[src/rtl/flt_pkg.sv]
package flt_pkg;
  typedef enum logic [1:0] {
    CLS_NONE = 2'd0,
    CLS_HARD = 2'd1,
    CLS_MEM  = 2'd2,
    CLS_BUS  = 2'd3
  } flt_cls_e;

  localparam int HARD_W   = 2;
  localparam int MEM_W    = 4;
  localparam int BUS_W    = 4;
  localparam int CLS_N    = 3;
  localparam int PRIO_MAX = 16;

  // pending index: 0 hard, 1 mem, 2 bus
  localparam int PI_HARD = 0;
  localparam int PI_MEM  = 1;
  localparam int PI_BUS  = 2;

  // a handler runs only if enabled, not under hard fault, and strictly more urgent
  function automatic logic can_take(input logic en, input logic in_hard,
                                    input logic [PRIO_MAX-1:0] prio,
                                    input logic [PRIO_MAX-1:0] cur);
    return en && !in_hard && (prio < cur);
  endfunction

  function automatic flt_cls_e pick_class(input logic [CLS_N-1:0] pend);
    if (pend[PI_HARD])     return CLS_HARD;
    else if (pend[PI_MEM]) return CLS_MEM;
    else if (pend[PI_BUS]) return CLS_BUS;
    else                   return CLS_NONE;
  endfunction

  function automatic logic [CLS_N-1:0] class_bit(input flt_cls_e c);
    case (c)
      CLS_HARD: return 3'b001;
      CLS_MEM:  return 3'b010;
      CLS_BUS:  return 3'b100;
      default:  return 3'b000;
    endcase
  endfunction
endpackage

[src/rtl/flt_fetch_hold.sv]
module flt_fetch_hold (
  input  logic clk,
  input  logic rst_n,
  input  logic ev_fetch_bus,
  input  logic instr_exec,
  input  logic instr_flush,
  output logic fetch_fire
);
  logic pend_q;

  assign fetch_fire = pend_q && instr_exec && !instr_flush;

  always_ff @(posedge clk or negedge rst_n) begin
    if (!rst_n)                       pend_q <= 1'b0;
    else if (ev_fetch_bus)            pend_q <= 1'b1;
    else if (instr_flush || instr_exec) pend_q <= 1'b0;
  end
endmodule

[src/rtl/flt_route.sv]
module flt_route
  import flt_pkg::*;
#(
  parameter int PRIO_W = 8
) (
  input  logic              ev_vec_err,
  input  logic              ev_save_bus,
  input  logic              ev_save_mpu,
  input  logic              ev_rest_bus,
  input  logic              ev_rest_mpu,
  input  logic              ev_data_mpu,
  input  logic              ev_inst_mpu,
  input  logic              ev_data_bus,
  input  logic              fetch_fire,
  input  logic              ev_svc,
  input  logic              ev_bkpt,
  input  logic              en_mem,
  input  logic              en_bus,
  input  logic              mon_en,
  input  logic [PRIO_W-1:0] prio_mem,
  input  logic [PRIO_W-1:0] prio_bus,
  input  logic [PRIO_W-1:0] prio_svc,
  input  logic [PRIO_W-1:0] prio_mon,
  input  logic [PRIO_W-1:0] cur_prio,
  input  logic              hard_active,
  output logic [HARD_W-1:0] set_hard,
  output logic [MEM_W-1:0]  set_mem,
  output logic [BUS_W-1:0]  set_bus,
  output logic [CLS_N-1:0]  raise,
  output logic              forced
);
  logic mem_any, bus_any, mem_ok, bus_ok, svc_ok, bkpt_ok;

  assign set_mem = {ev_save_mpu, ev_rest_mpu, ev_inst_mpu, ev_data_mpu};
  assign set_bus = {ev_save_bus, ev_rest_bus, fetch_fire, ev_data_bus};
  assign mem_any = |set_mem;
  assign bus_any = |set_bus;

  assign mem_ok  = can_take(en_mem, hard_active, PRIO_MAX'(prio_mem), PRIO_MAX'(cur_prio));
  assign bus_ok  = can_take(en_bus, hard_active, PRIO_MAX'(prio_bus), PRIO_MAX'(cur_prio));
  assign svc_ok  = can_take(1'b1,   hard_active, PRIO_MAX'(prio_svc), PRIO_MAX'(cur_prio));
  assign bkpt_ok = can_take(mon_en, hard_active, PRIO_MAX'(prio_mon), PRIO_MAX'(cur_prio));

  assign forced = (mem_any && !mem_ok) || (bus_any && !bus_ok) ||
                  (ev_svc && !svc_ok) || (ev_bkpt && !bkpt_ok);

  assign set_hard        = {forced, ev_vec_err};
  assign raise[PI_HARD]  = ev_vec_err || forced;
  assign raise[PI_MEM]   = mem_any && mem_ok;
  assign raise[PI_BUS]   = bus_any && bus_ok;
endmodule

[src/rtl/flt_sticky.sv]
module flt_sticky #(
  parameter int W = 4
) (
  input  logic         clk,
  input  logic         rst_n,
  input  logic         clr_en,
  input  logic [W-1:0] clr_mask,
  input  logic [W-1:0] set,
  output logic [W-1:0] st
);
  always_ff @(posedge clk or negedge rst_n) begin
    if (!rst_n) st <= '0;
    else        st <= (st & ~(clr_en ? clr_mask : '0)) | set;
  end
endmodule

[src/rtl/flt_req.sv]
module flt_req
  import flt_pkg::*;
(
  input  logic             clk,
  input  logic             rst_n,
  input  logic [CLS_N-1:0] raise,
  input  logic             ack,
  output logic             req_valid,
  output flt_cls_e         req_class
);
  logic [CLS_N-1:0] pend_q, pend_n, retire;
  logic             ack_take, load;

  assign ack_take = ack && req_valid;
  assign retire   = ack_take ? class_bit(req_class) : '0;
  assign pend_n   = (pend_q & ~retire) | raise;
  assign load     = !req_valid || ack_take;

  always_ff @(posedge clk or negedge rst_n) begin
    if (!rst_n) begin
      pend_q    <= '0;
      req_valid <= 1'b0;
      req_class <= CLS_NONE;
    end else begin
      pend_q <= pend_n;
      if (load) begin
        req_valid <= |pend_n;
        req_class <= pick_class(pend_n);
      end
    end
  end
endmodule

[src/rtl/flt_escalate_top.sv]
module flt_escalate_top
  import flt_pkg::*;
#(
  parameter int PRIO_W = 8
) (
  input  logic              clk,
  input  logic              rst_n,
  input  logic              ev_vec_err,
  input  logic              ev_save_bus,
  input  logic              ev_save_mpu,
  input  logic              ev_rest_bus,
  input  logic              ev_rest_mpu,
  input  logic              ev_data_mpu,
  input  logic              ev_inst_mpu,
  input  logic              ev_data_bus,
  input  logic              ev_fetch_bus,
  input  logic              instr_exec,
  input  logic              instr_flush,
  input  logic              ev_svc,
  input  logic              ev_bkpt,
  input  logic              en_mem,
  input  logic              en_bus,
  input  logic              mon_en,
  input  logic [PRIO_W-1:0] prio_mem,
  input  logic [PRIO_W-1:0] prio_bus,
  input  logic [PRIO_W-1:0] prio_svc,
  input  logic [PRIO_W-1:0] prio_mon,
  input  logic [PRIO_W-1:0] cur_prio,
  input  logic              hard_active,
  input  logic              clr_we,
  input  logic [1:0]        clr_sel,
  input  logic [3:0]        clr_mask,
  output logic              req_valid,
  output logic [1:0]        req_class,
  input  logic              req_ack,
  output logic [HARD_W-1:0] st_hard,
  output logic [MEM_W-1:0]  st_mem,
  output logic [BUS_W-1:0]  st_bus
);
  // named internal events, observed by the checker
  logic              fetch_fire;
  logic [HARD_W-1:0] set_hard;
  logic [MEM_W-1:0]  set_mem;
  logic [BUS_W-1:0]  set_bus;
  logic [CLS_N-1:0]  raise_vec;
  logic              forced;
  logic [CLS_N-1:0]  clr_field;
  flt_cls_e          cls_q;

  flt_fetch_hold u_fetch (
    .clk(clk), .rst_n(rst_n), .ev_fetch_bus(ev_fetch_bus),
    .instr_exec(instr_exec), .instr_flush(instr_flush), .fetch_fire(fetch_fire)
  );

  flt_route #(.PRIO_W(PRIO_W)) u_route (
    .ev_vec_err(ev_vec_err), .ev_save_bus(ev_save_bus), .ev_save_mpu(ev_save_mpu),
    .ev_rest_bus(ev_rest_bus), .ev_rest_mpu(ev_rest_mpu), .ev_data_mpu(ev_data_mpu),
    .ev_inst_mpu(ev_inst_mpu), .ev_data_bus(ev_data_bus), .fetch_fire(fetch_fire),
    .ev_svc(ev_svc), .ev_bkpt(ev_bkpt), .en_mem(en_mem), .en_bus(en_bus),
    .mon_en(mon_en), .prio_mem(prio_mem), .prio_bus(prio_bus), .prio_svc(prio_svc),
    .prio_mon(prio_mon), .cur_prio(cur_prio), .hard_active(hard_active),
    .set_hard(set_hard), .set_mem(set_mem), .set_bus(set_bus),
    .raise(raise_vec), .forced(forced)
  );

  // one field selected per write: 0 hard, 1 mem, 2 bus
  genvar gi;
  generate
    for (gi = 0; gi < CLS_N; gi++) begin : g_sel
      assign clr_field[gi] = clr_we && (clr_sel == 2'(gi));
    end
  endgenerate

  flt_sticky #(.W(HARD_W)) u_st_hard (
    .clk(clk), .rst_n(rst_n), .clr_en(clr_field[PI_HARD]),
    .clr_mask(clr_mask[HARD_W-1:0]), .set(set_hard), .st(st_hard)
  );
  flt_sticky #(.W(MEM_W)) u_st_mem (
    .clk(clk), .rst_n(rst_n), .clr_en(clr_field[PI_MEM]),
    .clr_mask(clr_mask[MEM_W-1:0]), .set(set_mem), .st(st_mem)
  );
  flt_sticky #(.W(BUS_W)) u_st_bus (
    .clk(clk), .rst_n(rst_n), .clr_en(clr_field[PI_BUS]),
    .clr_mask(clr_mask[BUS_W-1:0]), .set(set_bus), .st(st_bus)
  );

  flt_req u_req (
    .clk(clk), .rst_n(rst_n), .raise(raise_vec), .ack(req_ack),
    .req_valid(req_valid), .req_class(cls_q)
  );
  assign req_class = cls_q;
endmodule

[config.mk]
export PLATFORM = sky130hd
export DESIGN_NAME = flt_escalate_top
export DESIGN_NICKNAME = d
export VERILOG_FILES = /design/src/rtl/flt_pkg.sv /design/src/rtl/flt_fetch_hold.sv /design/src/rtl/flt_route.sv /design/src/rtl/flt_sticky.sv /design/src/rtl/flt_req.sv /design/src/rtl/flt_escalate_top.sv
export SDC_FILE = /design/constraint.sdc
export NUM_CORES = 1
export LEC_CHECK = 0
export BUFFER_PORTS_ARGS = -buffer_cell sky130_fd_sc_hd__buf_2
export CORE_MARGIN = 2
export CORE_UTILIZATION = 35
export CTS_CLUSTER_DIAMETER = 80
export DETAILED_ROUTE_END_ITERATION = 10
export PLACE_DENSITY_LB_ADDON = 0.05
export REMOVE_ABC_BUFFERS = 1
export SKIP_LAST_GASP = 1
export SLEW_MARGIN = 20
export SYNTH_ARGS = -nofsm -noshare
export SYNTH_HDL_FRONTEND = slang
export SYNTH_HIERARCHICAL = 1
export SYNTH_SLANG_ARGS = --single-unit
[constraint.sdc]
create_clock -name clk -period 5.2 [get_ports clk]
set_input_delay 0 -clock clk [delete_from_list [all_inputs] [get_ports clk]]
set_output_delay 0 -clock clk [all_outputs]
set_load 0.01 [all_outputs]
---- Word level (Yosys, flattened, before mapping) ----
Index checks and enable logic that the tools add are counted.
storage, ports and cells
  register bits ........................... 17
  bits of input ports ..................... 67
  logic and storage cells ................. 75
operators by class
  eq/ne operators ......................... 5
  reduce and logical (&&, ||, !) cells .... 37
  multiplexer cells ....................... 10
  order comparisons ....................... 4
  bitwise operators ....................... 12
operator list
  cell                                                  number
  less-than comparator 8 bit                            4
  logical AND 1 bit                                     19
  case mux 3 bit (3 select lines)                       1
  bitwise AND 4 bit                                     2
  two-way mux 2 bit                                     4
  two-way mux 4 bit                                     2
  NOT 4 bit                                             2
  OR 4 bit                                              2
  OR reduction 4 bit                                    2
  logical NOT 1 bit                                     7
  equality test 2 bit (second input constant)           3
  logical OR 1 bit                                      6
  equality test 2 x 1 -> 1 bit (second input constant)  2
  bitwise AND 3 bit                                     1
  two-way mux 3 bit                                     1
  NOT 3 bit                                             1
  OR 3 bit                                              1
  OR reduction 3 bit                                    1
  bitwise AND 2 bit                                     1
  logical NOT 2 bit                                     1
  two-way mux 1 bit                                     2
  NOT 2 bit                                             1
  OR 2 bit                                              1
  nonzero test 2 bit                                    1

---- Logic depth before layout (Yosys ltp) ----
Gate-level depths: netlist of run 1.
  depth after elaboration ................. 13
  depth in mapped cells ................... 10
  mapped depth without buffers ............ 10

---- Cells and area by module ----
The synthesis of run 1 kept the hierarchy.
by module, submodules not included
  module                     cells each  times used  seq. area each (um^2)  area an instance (um^2)
  flt_route                  97          1           0.0                    814.5
  flt_sticky (u_st_bus ...)  12          2           100.1                  145.1
  flt_req                    22          1           150.1                  267.8
  flt_sticky (u_st_hard)     6           1           50.0                   72.6
  flt_fetch_hold             5           1           25.0                   57.6
  flt_escalate_top           3           1           0.0                    30.0

---- Least setup slack after synthesis of run 1 ----
No wires, ideal clock.
  path type ............................... flip-flop to flip-flop
  start point ............................. register u_fetch.pend_q
  end point ............................... register u_req.req_valid
  stages on the path, launching flop included .. 11
  data arrival time ....................... 1.866 ns
  library setup time ...................... 0.130 ns
  clock period less this slack ............ 1.995 ns
  setup slack ............................. 3.205 ns
  required time ........................... 5.070 ns
  path through ............................ dfrtp_1 > nand2b_4 > nor2_1 > nor4_2 > inv_1 > a221o_1 > a2111oi_2 > nand3b_1 > a21o_1 > nor2_4 > nand3_1
on the way
  word-level cells in the longest chain between the ends .. 10
RTL lines
  what                            RTL line                text
  start: declaration              flt_fetch_hold.sv:9     logic pend_q;
  start signal: assignment        flt_fetch_hold.sv:14    if (!rst_n) pend_q <= 1'b0;
  start signal: assignment        flt_fetch_hold.sv:15    else if (ev_fetch_bus) pend_q <= 1'b1;
  start signal: assignment        flt_fetch_hold.sv:16    else if (instr_flush || instr_exec) pend_q <= 1'b0;
  logical AND 1 bit (2 in a row)  flt_fetch_hold.sv:11    assign fetch_fire = pend_q && instr_exec && !instr_flush;
  net fetch_fire                  flt_escalate_top.sv:41  logic fetch_fire;
  OR reduction 4 bit              flt_route.sv:37         assign bus_any = |set_bus;
  logical AND 1 bit               flt_route.sv:44         assign forced = (mem_any && !mem_ok) || (bus_any && !bus_ok) ||
  logical OR 1 bit (2 in a row)   flt_route.sv:44
  logical OR 1 bit                flt_route.sv:45         (ev_svc && !svc_ok) || (ev_bkpt && !bkpt_ok);
  logical OR 1 bit                flt_route.sv:48         assign raise[PI_HARD] = ev_vec_err || forced;
  net raise_vec[0]                flt_escalate_top.sv:45  logic [CLS_N-1:0] raise_vec;
  OR 3 bit                        flt_req.sv:16           assign pend_n = (pend_q & ~retire) | raise;
  net u_req.pend_n[0]             flt_req.sv:11           logic [CLS_N-1:0] pend_q, pend_n, retire;
  OR reduction 3 bit              flt_req.sv:27           req_valid <= |pend_n;
  end signal: assignment          flt_req.sv:27
  end: declaration                flt_req.sv:8            output logic req_valid,
The timed path passes the listed nets, and every way through them passes these cells.
A chain may end at the register's enable or synchronous reset.

---- Worst setup path after layout of run 1 ----
  start point ............................. input ev_rest_mpu
  end point ............................... register u_req.req_valid
on the way
  word-level cells in the longest chain between the ends .. 8
RTL lines
  what                           RTL line                text
  start: declaration             flt_escalate_top.sv:12  input logic ev_rest_mpu,
  OR reduction 4 bit             flt_route.sv:36         assign mem_any = |set_mem;
  logical AND 1 bit              flt_route.sv:44
  logical OR 1 bit (2 in a row)  flt_route.sv:44
  logical OR 1 bit               flt_route.sv:45
  logical OR 1 bit               flt_route.sv:48
  net raise_vec[0]               flt_escalate_top.sv:45
  OR 3 bit                       flt_req.sv:16
  net u_req.pend_n[0]            flt_req.sv:11
  OR reduction 3 bit             flt_req.sv:27
The timed path passes the listed nets, and every way through them passes these cells.

==> flow_metrics.py, run 1 <==
metrics = {
    "outcome": {
        "status": "finished clean",
    },
    "min_path": {
        "hold_depth": 3,
        "whs_endpoint": "u_st_mem/st[3]$_DFF_PN0_",
        "hp-start": "clr_mask[3]",
        "hp-class": "in -> reg",
    },
    "detailed_routing": {
        "viasPerCell": 4.89,
        "drt_iter0_markers": 40,
        "dr_total_vias": 1434,
        "wl_per_cell_um": 13.0,
        "wl_um": 3810,
        "first_pass_iters": 4,
        "drc_errors": 0,
        "drtAntennaViolNets": 0,
    },
    "setup_path": {
        "ff2ff_path_depth": 10,
        "cp-end-kind": "flop",
        "start_kind": "primary input",
        "rr_startpoint": "u_fetch/pend_q$_DFFE_PN0P_",
        "reg2reg_to": "u_req/req_valid$_DFFE_PN0P_",
        "crit_chain": "dlygate4sd3_1, buf_2, nor4_2, nor2b_1, a221o_1, a2111oi_2, nand3b_1, a21o_1, nor2_4, nand3_1",
        "critPathRequiredTime_ps": 5330,
        "reg2reg_setup_slack_ps": 2950,
        "arrival_ps": 2400,
        "cp_slowest_cell": "dlygate4sd3_1",
        "critPathMaxStageDelay_ps": 530,
        "crit_type": "in -> reg",
        "worstPathMaxFanout": 3,
    },
    "clocking": {
        "cts_setup_buffers": 0,
        "clk_latency_ps": 250,
        "clk_pin_slew_ps": 60,
        "cts_hold_buf": 11,
        "cts.sinks": 17,
        "clk_path_buf_depth": 2,
        "cts_tree": "yes",
        "root_buffer": "clkbuf_8",
        "numCtsBuffers": 3,
        "cts.htree.levels": 1,
        "postCtsResizedCells": 0,
    },
    "floorplanning": {
        "io_pins": 80,
        "die_h_um": 70.2,
        "start_util_pct": 35.7,
        "rows": 24,
        "die_w_um": 70.2,
        "core_region_area_um2": 4290,
        "dieArea_um2": 4920,
    },
    "logic_synthesis": {
        "synth-compound-area-share_pct": 21.6,
        "synth_xor_area_share_pct": 0,
        "synthFlopType": "dfrtp_1",
        "synthMuxAreaShare_pct": 0,
        "yosys_warnings": 6,
        "synth_edf_count": 0,
        "avgSynthCellArea_um2": 9.76,
        "yosysUniqueCellTypes": 41,
        "synth_adder_area_share_pct": 22.9,
        "synth_top_family_by_area": "adder cells",
        "async_flop_share_pct": 100,
        "syn-cell-area_um2": 1530,
        "synthSimpleGateAreaFrac_pct": 20.0,
        "syn_inst": 157,
        "ys_ff_latch": 17,
        "ys_seq_area_share_pct": 27.8,
    },
    "timing": {
        "hold_viol_final": 0,
        "final-setup-viol-count": 0,
        "skew_ps": 2.55,
        "hold_slack_ps": 45.8,
        "worstMarginPinSlew_ps": 473,
        "slew_viol_final": 0,
        "clock.fmax_mhz": 439,
        "rsz0062_at_grt": "no",
        "finalCriticalPeriod_ps": 2280,
        "min_period_over_period_pct": 43.8,
        "relSlewSlack_pct": 68.2,
        "tns_ps": 0,
    },
    "cells_and_area": {
        "final_nets": 337,
        "design_area_um2": 2070,
        "antenna_cells": 0,
        "drive_gt1_share_pct": 38.6,
        "syn2layout_area_growth_pct": 35.3,
    },
    "global_routing": {
        "overflow": 0,
        "antenna_found_initial": 0,
        "gr-usage-all-layers_pct": 15.7,
        "grt_pass1_vias": 1449,
        "grt_max_degree": 18,
        "grt_pass1_wl_um": 6270,
    },
    "place": {
        "portBuffers": 79,
        "placed_cell_area_um2": 1920,
        "gp_congestion": 0.881,
        "place_hpwl_um": 3330,
    },
    "run": {
        "maxCapViolCount": 0,
    },
    "pwr": {
        "powerDensity_nw_per_um2": 164,
        "power_leakage_nw": 0.970,
        "ir_drop_mv": 0.0661,
    },
}
-- metal layers --
layer  up-vias  global-route usage [%]  wire length [um]
met1       642                    20.2              1690
li1        739                       -                 -
met2        51                    27.9              1860
met5         -                       0                 0
met3         2                    1.73               239
met4         0                    3.85                19
-- worst max-delay path, delay by kind of cell --
kind	cells	cell delay, ps
AND/OR/NAND/NOR	5	900
AO/OA/AOI/OAI	3	820
buffers and inverters	2	670
-- synthesized netlist by cell type (all sizes together), types with 3 or more instances --
library cell / number / area share (%)
nor3b: 3 / 1.8
ha: 28 / 23
nand4: 3 / 1.2
buf: 10 / 4.9
nor3: 3 / 0.98
o21a: 3 / 1.5
inv: 12 / 2.9
nor2: 6 / 2.0
o21ai: 6 / 2.0
nand2b: 4 / 2.1
a211oi: 5 / 2.4
nand2: 15 / 3.7
a21o: 11 / 5.4
a21oi: 3 / 2.0
a2111oi: 3 / 2.5
dfrtp: 17 / 28
-- through the flow --
| stage | setup slack, ps | cells | total power [mW] | utilization [%] |
|---|---|---|---|---|
| finish | 2920 | 293 | 0.339 | 48.3 |
| global route | 2720 | 293 | 0.363 | 48.3 |
| CTS | 2930 | 293 | 0.345 | 48.3 |
| detailed placement | 2940 | 278 | 0.241 | 44.7 |
| global placement | 2980 | 278 | 0.239 | 44.7 |
| floorplan | 3200 | 147 | 0.193 | - |
-- cells in the final DEF, fill, tap and decap left out, types with 2 or more instances in the layout --
master,instances
buf_2,79
ha_1,28
dfrtp_1,17
nand2_1,15
inv_1,12
dlygate4sd3_1,11
a21o_1,11
o21ai_0,6
nor2_1,5
a211oi_1,5
clkbuf_8,3
nand4_1,3
nand2b_1,3
o21a_1,3
nor3_1,3
and3b_1,2
nand4b_1,2
nand3_1,2
nor3b_1,2
nor4_2,2
o2111ai_1,2
a2111oi_2,2
a221o_1,2
-- state kept, by name, indices dropped and copies added (netlist names) --
name / count
u_st_bus/st: 4
u_st_mem/st: 4
u_req/req_valid: 1
u_fetch/pend_q: 1
u_req/pend_q: 3
u_req/req_class: 2
u_st_hard/st: 2
-- area by class of cell --
cell class	instances	area, um^2
Timing Repair Buffer	90	505
Sequential cell	17	425
Inverter	12	45.0
Clock buffer	4	45.0
Fill cell	429	2220
Tap cell	52	65.1
Multi-Input combinational cell	118	987
-- worst max-delay path by stage --
stage / depth (start not counted) / startpoint / endpoint / slack (ps)
after global placement: 10 / u_fetch/pend_q$_DFFE_PN0P_ / u_req/req_valid$_DFFE_PN0P_ / 2980
after detailed placement: 10 / u_fetch/pend_q$_DFFE_PN0P_ / u_req/req_valid$_DFFE_PN0P_ / 2940
final: 10 / ev_rest_mpu / u_req/req_valid$_DFFE_PN0P_ / 2920
after floorplan: 10 / u_fetch/pend_q$_DFFE_PN0P_ / u_req/req_valid$_DFFE_PN0P_ / 3200
after global routing: 10 / u_fetch/pend_q$_DFFE_PN0P_ / u_req/req_valid$_DFFE_PN0P_ / 2720
after CTS: 10 / u_fetch/pend_q$_DFFE_PN0P_ / u_req/req_valid$_DFFE_PN0P_ / 2930
-- report_power, final --
group	total [mW]	internal [mW]	leakage, nW	switching, mW
clock network	0.0956	0.0542	0.0228	0.0414
logic	0.105	0.0550	0.786	0.0498
registers	0.139	0.137	0.161	0.00245
-- cell families (layout without fill, tap and decap cells) --
logic type               Yosys count  after routing
adder cells (fa/ha/maj)           28             28
flip-flops                        17             17
buffers and inverters             22            106
AND/OR/NAND/NOR                   49             49
AO/OA/AOI/OAI                     41             41
Note: power is estimated with default switching activity, not from simulation.
==> run 2, diff against run 1 <==
Clock period 5.2 ns to 2.2 ns, I/O delays scaled along.
==> run 2 against run 1 <==
  * First-iteration DRC count up 13%
  * Clock skew down 1.7 ps
  * Largest power group unchanged
  * Critical path type unchanged
  * Via count up 2.3%
  * Utilization up 1.3 points
  * Largest cell class unchanged
  * Sequential share of layout area down 0.55 points
==> flow_metrics.py, run 2 (synthesis results as in run 1) <==
metrics = {
    "cells_and_area": {
        "final_nets": 341,
        "final_util_pct": 49.6,
        "top_regs": "u_st_bus/st: 4 flops, u_st_mem/st: 4 flops, u_req/pend_q: 3 flops",
        "fill_cells": 436,
        "final_cell_mix": "buf_2, ha_1, dfrtp_1, nand2_1",
        "stdcell_count": 297,
        "multi_input_area_um2": 1010,
        "drive_gt1_share_pct": 41.2,
        "syn2layout_area_growth_pct": 39.0,
        "antenna_cells": 0,
        "regArea_um2": 425,
        "final_common_cell": "buf_2",
        "design_area_um2": 2130,
    },
    "setup_path": {
        "reg2reg_to": "u_req/req_class[1]$_DFFE_PN0P_",
        "ff2ff_path_depth": 11,
        "start_kind": "primary input",
        "cp-end-kind": "flop",
        "arrival_ps": 2250,
        "critPathRequiredTime_ps": 2320,
        "reg2reg_setup_slack_ps": 80,
        "worstPathMaxFanout": 3,
        "rr_startpoint": "u_fetch/pend_q$_DFFE_PN0P_",
        "crit_type": "in -> reg",
    },
    "timing": {
        "skew_ps": 0.801,
        "slew_viol_final": 0,
        "tns_ps": 0,
        "hold_slack_ps": 48.4,
        "finalCriticalPeriod_ps": 2130,
        "worstMarginPinSlew_ps": 537,
        "clock.fmax_mhz": 469,
        "rsz0062_at_grt": "yes",
        "hold_viol_final": 0,
        "min_period_over_period_pct": 96.8,
        "relSlewSlack_pct": 63.7,
        "final-setup-viol-count": 0,
        "fin_ws_ps": 69.7,
    },
    "run": {
        "maxCapViolCount": 0,
    },
    "clocking": {
        "numCtsBuffers": 3,
        "cts.htree.levels": 1,
        "cts_tree": "yes",
        "cts.sinks": 17,
        "clk_latency_ps": 240,
        "clk_pin_slew_ps": 60,
        "root_buffer": "clkbuf_8",
        "clk_path_buf_depth": 2,
    },
    "place": {
        "placed_cell_area_um2": 1940,
        "gp_congestion": 0.899,
        "place_hpwl_um": 3330,
        "portBuffers": 79,
        "dpl.cell_count": 281,
        "preCtsSetupSlack_ps": -53.1,
    },
    "detailed_routing": {
        "wl_um": 3860,
        "drc_errors": 0,
        "wl_per_cell_um": 13.0,
        "drtAntennaViolNets": 0,
        "drt_iter0_markers": 45,
        "viasPerCell": 4.94,
        "first_pass_iters": 4,
        "dr_total_vias": 1467,
    },
    "pwr": {
        "total_power_mw": 0.811,
        "power_leakage_nw": 0.992,
        "ir_drop_mv": 0.152,
        "powerDensity_nw_per_um2": 381,
    },
    "global_routing": {
        "overflow": 0,
        "gr-usage-all-layers_pct": 15.9,
        "antenna_found_initial": 0,
        "grt_max_degree": 18,
        "grt_pass1_wl_um": 6390,
        "grt_pass1_vias": 1480,
    },
    "floorplanning": {
        "rows": 24,
        "core_region_area_um2": 4290,
        "die_h_um": 70.2,
        "die_w_um": 70.2,
        "start_util_pct": 35.7,
        "dieArea_um2": 4920,
        "io_pins": 80,
    },
    "min_path": {
        "whs_endpoint": "u_st_bus/st[3]$_DFF_PN0_",
        "hp-start": "clr_mask[3]",
        "hold_depth": 3,
        "hp-class": "in -> reg",
    },
    "outcome": {
        "status": "finished clean",
    },
}
## run 2: final cells by class
class,instances,area share (%)
repair buffers,94,25.2
clock buffers,4,2.11
multi-input cells,118,47.5
flip-flops and latches,17,20.0
inverters,12,2.11
well taps,52,3.05
## run 2: what timing repair did
| action | in CTS | in global routing |
|---|---|---|
| setup buffers | 1 | 1 |
| endpoints found under the hold margin | 26 | 0 |
| hold buffers | 11 | 0 |
| setup endpoints to repair | 3 | 3 |
| pin swaps | 1 | 1 |
| gates resized for setup | 0 | 6 |
## run 2: power breakdown
group / total (mW) / internal (mW) / leakage [nW] / switching (mW)
clock: 0.223 / 0.128 / 0.0228 / 0.0948
sequential: 0.329 / 0.323 / 0.161 / 0.00584
combinational: 0.260 / 0.136 / 0.808 / 0.123
## run 2: worst max path at each step
stage | slack, ps | cells after the start | endpoint | from
6_report | 70 | 11 | u_req/req_valid$_DFFE_PN0P_ | ev_rest_bus
5_1_grt | -90 | 11 | u_req/req_valid$_DFFE_PN0P_ | u_fetch/pend_q$_DFFE_PN0P_
3_5_place_dp | -50 | 11 | u_req/req_valid$_DFFE_PN0P_ | cur_prio[5]
2_1_floorplan | 200 | 10 | u_req/req_valid$_DFFE_PN0P_ | u_fetch/pend_q$_DFFE_PN0P_
3_3_place_gp | 30 | 10 | u_req/req_valid$_DFFE_PN0P_ | u_fetch/pend_q$_DFFE_PN0P_
4_1_cts | 50 | 11 | u_req/req_valid$_DFFE_PN0P_ | ev_rest_bus
## run 2: critical path: stages
cell and delay [ps]:
dlygate4sd3_1 530, buf_2 130, nor4_2 250, buf_4 160, inv_2 30, a221o_1 350, a2111oi_4 260, nand3b_1 130
a21o_1 210, nor2_4 130, nand3_1 80
## run 2: layer usage
layer,routed length [um],vias up,track usage [%]
li1,-,750,-
met1,1630,666,18.9
met2,1970,49,29.6
met3,238,2,2.45
met4,19,0,3.85
met5,0,-,0
==> run 3, diff against run 2 <==
Settings changed: CORE_ASPECT_RATIO set to 0.5.
==> run 3 against run 2 <==
  * Worst hold slack got worse by 7.0 ps
  * Global-route usage rose by 0.20 points
  * Clock skew rose by 4.8 ps
  * Critical path depth fell by 1
  * Routed wire length fell by 3.1%
  * Critical path type unchanged
==> flow_metrics.py, run 3 (synthesis results as in run 1) <==
metrics = {
    "detailed_routing": {
        "wl_um": 3740,
        "drtAntennaViolNets": 0,
        "wl_per_cell_um": 12.5,
        "dr_total_vias": 1445,
        "drc_errors": 0,
        "drt_iter0_markers": 35,
        "viasPerCell": 4.83,
        "first_pass_iters": 4,
    },
    "pwr": {
        "p_int_mw": 0.585,
        "power_leakage_nw": 1.00,
        "sw_frac_of_total_pct": 28.7,
        "total_power_mw": 0.821,
        "seqPwrFrac_pct": 39.9,
        "powerDensity_nw_per_um2": 383,
        "combPwrFrac_pct": 31.7,
        "ir_drop_mv": 0.149,
        "p_clk_share_pct": 28.4,
        "power.switching_mw": 0.236,
    },
    "min_path": {
        "hp-class": "in -> reg",
    },
    "setup_path": {
        "cp-end-kind": "flop",
        "arrival_ps": 2260,
        "cp_slowest_cell": "dlygate4sd3_1",
        "critPathRequiredTime_ps": 2390,
        "crit_family": "compound AO/OA/AOI/OAI gates",
        "critPathMaxStageDelay_ps": 530,
        "worstPathMaxFanout": 3,
        "start_kind": "primary input",
        "crit_chain": "dlygate4sd3_1, buf_2, nor4_4, nor2b_2, a221o_1, a2111oi_4, nand3b_1, a21o_1, nor2_4, a22o_1",
        "critPathBufInv": 2,
        "crit_type": "in -> reg",
    },
    "global_routing": {
        "gr-usage-all-layers_pct": 16.1,
        "grt_max_degree": 18,
        "grt_pass1_vias": 1454,
        "antenna_found_initial": 0,
        "grt_pass1_wl_um": 6330,
        "overflow": 0,
    },
    "outcome": {
        "status": "finished clean",
    },
    "cells_and_area": {
        "syn2layout_area_growth_pct": 40.1,
        "drive_gt1_share_pct": 40.8,
        "antenna_cells": 0,
        "fill_cells": 390,
        "final_nets": 341,
        "final_common_cell": "buf_2",
        "top_regs": "u_st_bus/st: 4 flops, u_st_mem/st: 4 flops, u_req/pend_q: 3 flops",
        "final_cell_mix": "buf_2, ha_1, dfrtp_1, nand2_1, inv_1",
    },
    "timing": {
        "clock.fmax_mhz": 482,
        "worstMarginPinSlew_ps": 490,
        "final-setup-viol-count": 0,
        "finalCriticalPeriod_ps": 2080,
        "slew_viol_final": 0,
        "relSlewSlack_pct": 67.1,
        "min_period_over_period_pct": 94.4,
        "hold_viol_final": 0,
        "skew_ps": 5.59,
        "tns_ps": 0,
    },
    "clocking": {
        "numCtsBuffers": 3,
        "cts.htree.levels": 1,
        "cts_tree": "yes",
        "clk_pin_slew_ps": 70,
        "clk_path_buf_depth": 2,
        "clk_latency_ps": 250,
        "cts.sinks": 17,
        "root_buffer": "clkbuf_8",
        "cts_setup_buffers": 0,
    },
    "run": {
        "maxCapViolCount": 0,
    },
    "floorplanning": {
        "io_pins": 80,
        "die_h_um": 50.8,
        "die_w_um": 97.6,
        "start_util_pct": 37.9,
        "core_region_area_um2": 4040,
        "dieArea_um2": 4960,
        "rows": 16,
    },
    "place": {
        "place_hpwl_um": 3210,
        "portBuffers": 79,
        "gp_congestion": 0.764,
    },
}
-- run 3: layer usage --
| metal | global-route usage, % | wire length, um |
|---|---|---|
| met5 | 0 | 0 |
| met4 | 2.78 | 20 |
| met3 | 4.60 | 261 |
| met2 | 28.4 | 1680 |
| met1 | 20.1 | 1770 |
-- run 3: path summary, 6_finish.rpt --
kind	start	end	slack [ps]	cells past startpoint
worst max-delay path	ev_data_mpu	u_req/req_class[1]$_DFFE_PN0P_	120	10
worst min-delay path	clr_mask[1]	u_st_mem/st[1]$_DFF_PN0_	40	3
worst min register to register	u_st_mem/st[0]$_DFF_PN0_	u_st_mem/st[0]$_DFF_PN0_	470	1
worst max register to register	u_fetch/pend_q$_DFFE_PN0P_	u_req/req_class[1]$_DFFE_PN0P_	190	10
min in group asynchronous	rst_n	u_st_mem/st[0]$_DFF_PN0_	200	2
max in group asynchronous	rst_n	u_req/pend_q[1]$_DFF_PN0_	1720	2
-- run 3: area by class of cell --
type	instances	area (um^2)	area share [%]
clock buffer	3	41.3	1.92
clock inverter	1	5.00	0.233
inverter	12	45.0	2.10
multi-input combinational	118	1030	47.8
sequential	17	425	19.8
tap	54	67.6	3.15
timing repair buffer	94	536	24.9
-- run 3: worst min-delay path, delay by kind of cell --
family | cells | cell delay [ps]
AND/OR/NAND/NOR | 1 | 50
AO/OA/AOI/OAI | 1 | 100
buffers and inverters | 1 | 110
-- run 3: timing repair --
item,CTS,global route
resized for setup,0,5
hold endpoints to repair,26,0
hold buffers,11,0
endpoints found under the setup margin,0,3
-- run 3: power groups by stage --
| stage | clock network (mW) | registers [mW] | logic [mW] |
|---|---|---|---|
| floorplan | 0 | 0.338 | 0.118 |
| global placement | 0 | 0.334 | 0.234 |
| detailed placement | 0 | 0.334 | 0.238 |
| CTS | 0.247 | 0.328 | 0.255 |
| global route | 0.263 | 0.329 | 0.296 |
| finish | 0.233 | 0.328 | 0.260 |
-- run 3: stage by stage --
step / hold slack [ps] / std cells / util [%] / setup WS [ps] / area (um^2)
CTS: 33.7 / 299 / 52.1 / 19.2 / 2110
floorplan: -296 / 147 / - / 205 / 1460
detailed placement: -49.0 / 284 / 48.2 / 20.7 / 1950
global placement: -50.5 / 284 / 48.2 / 70.1 / 1950
finish: 41.4 / 299 / 53.1 / 123 / 2150
global route: 43.5 / 299 / 53.1 / -2.66 / 2150
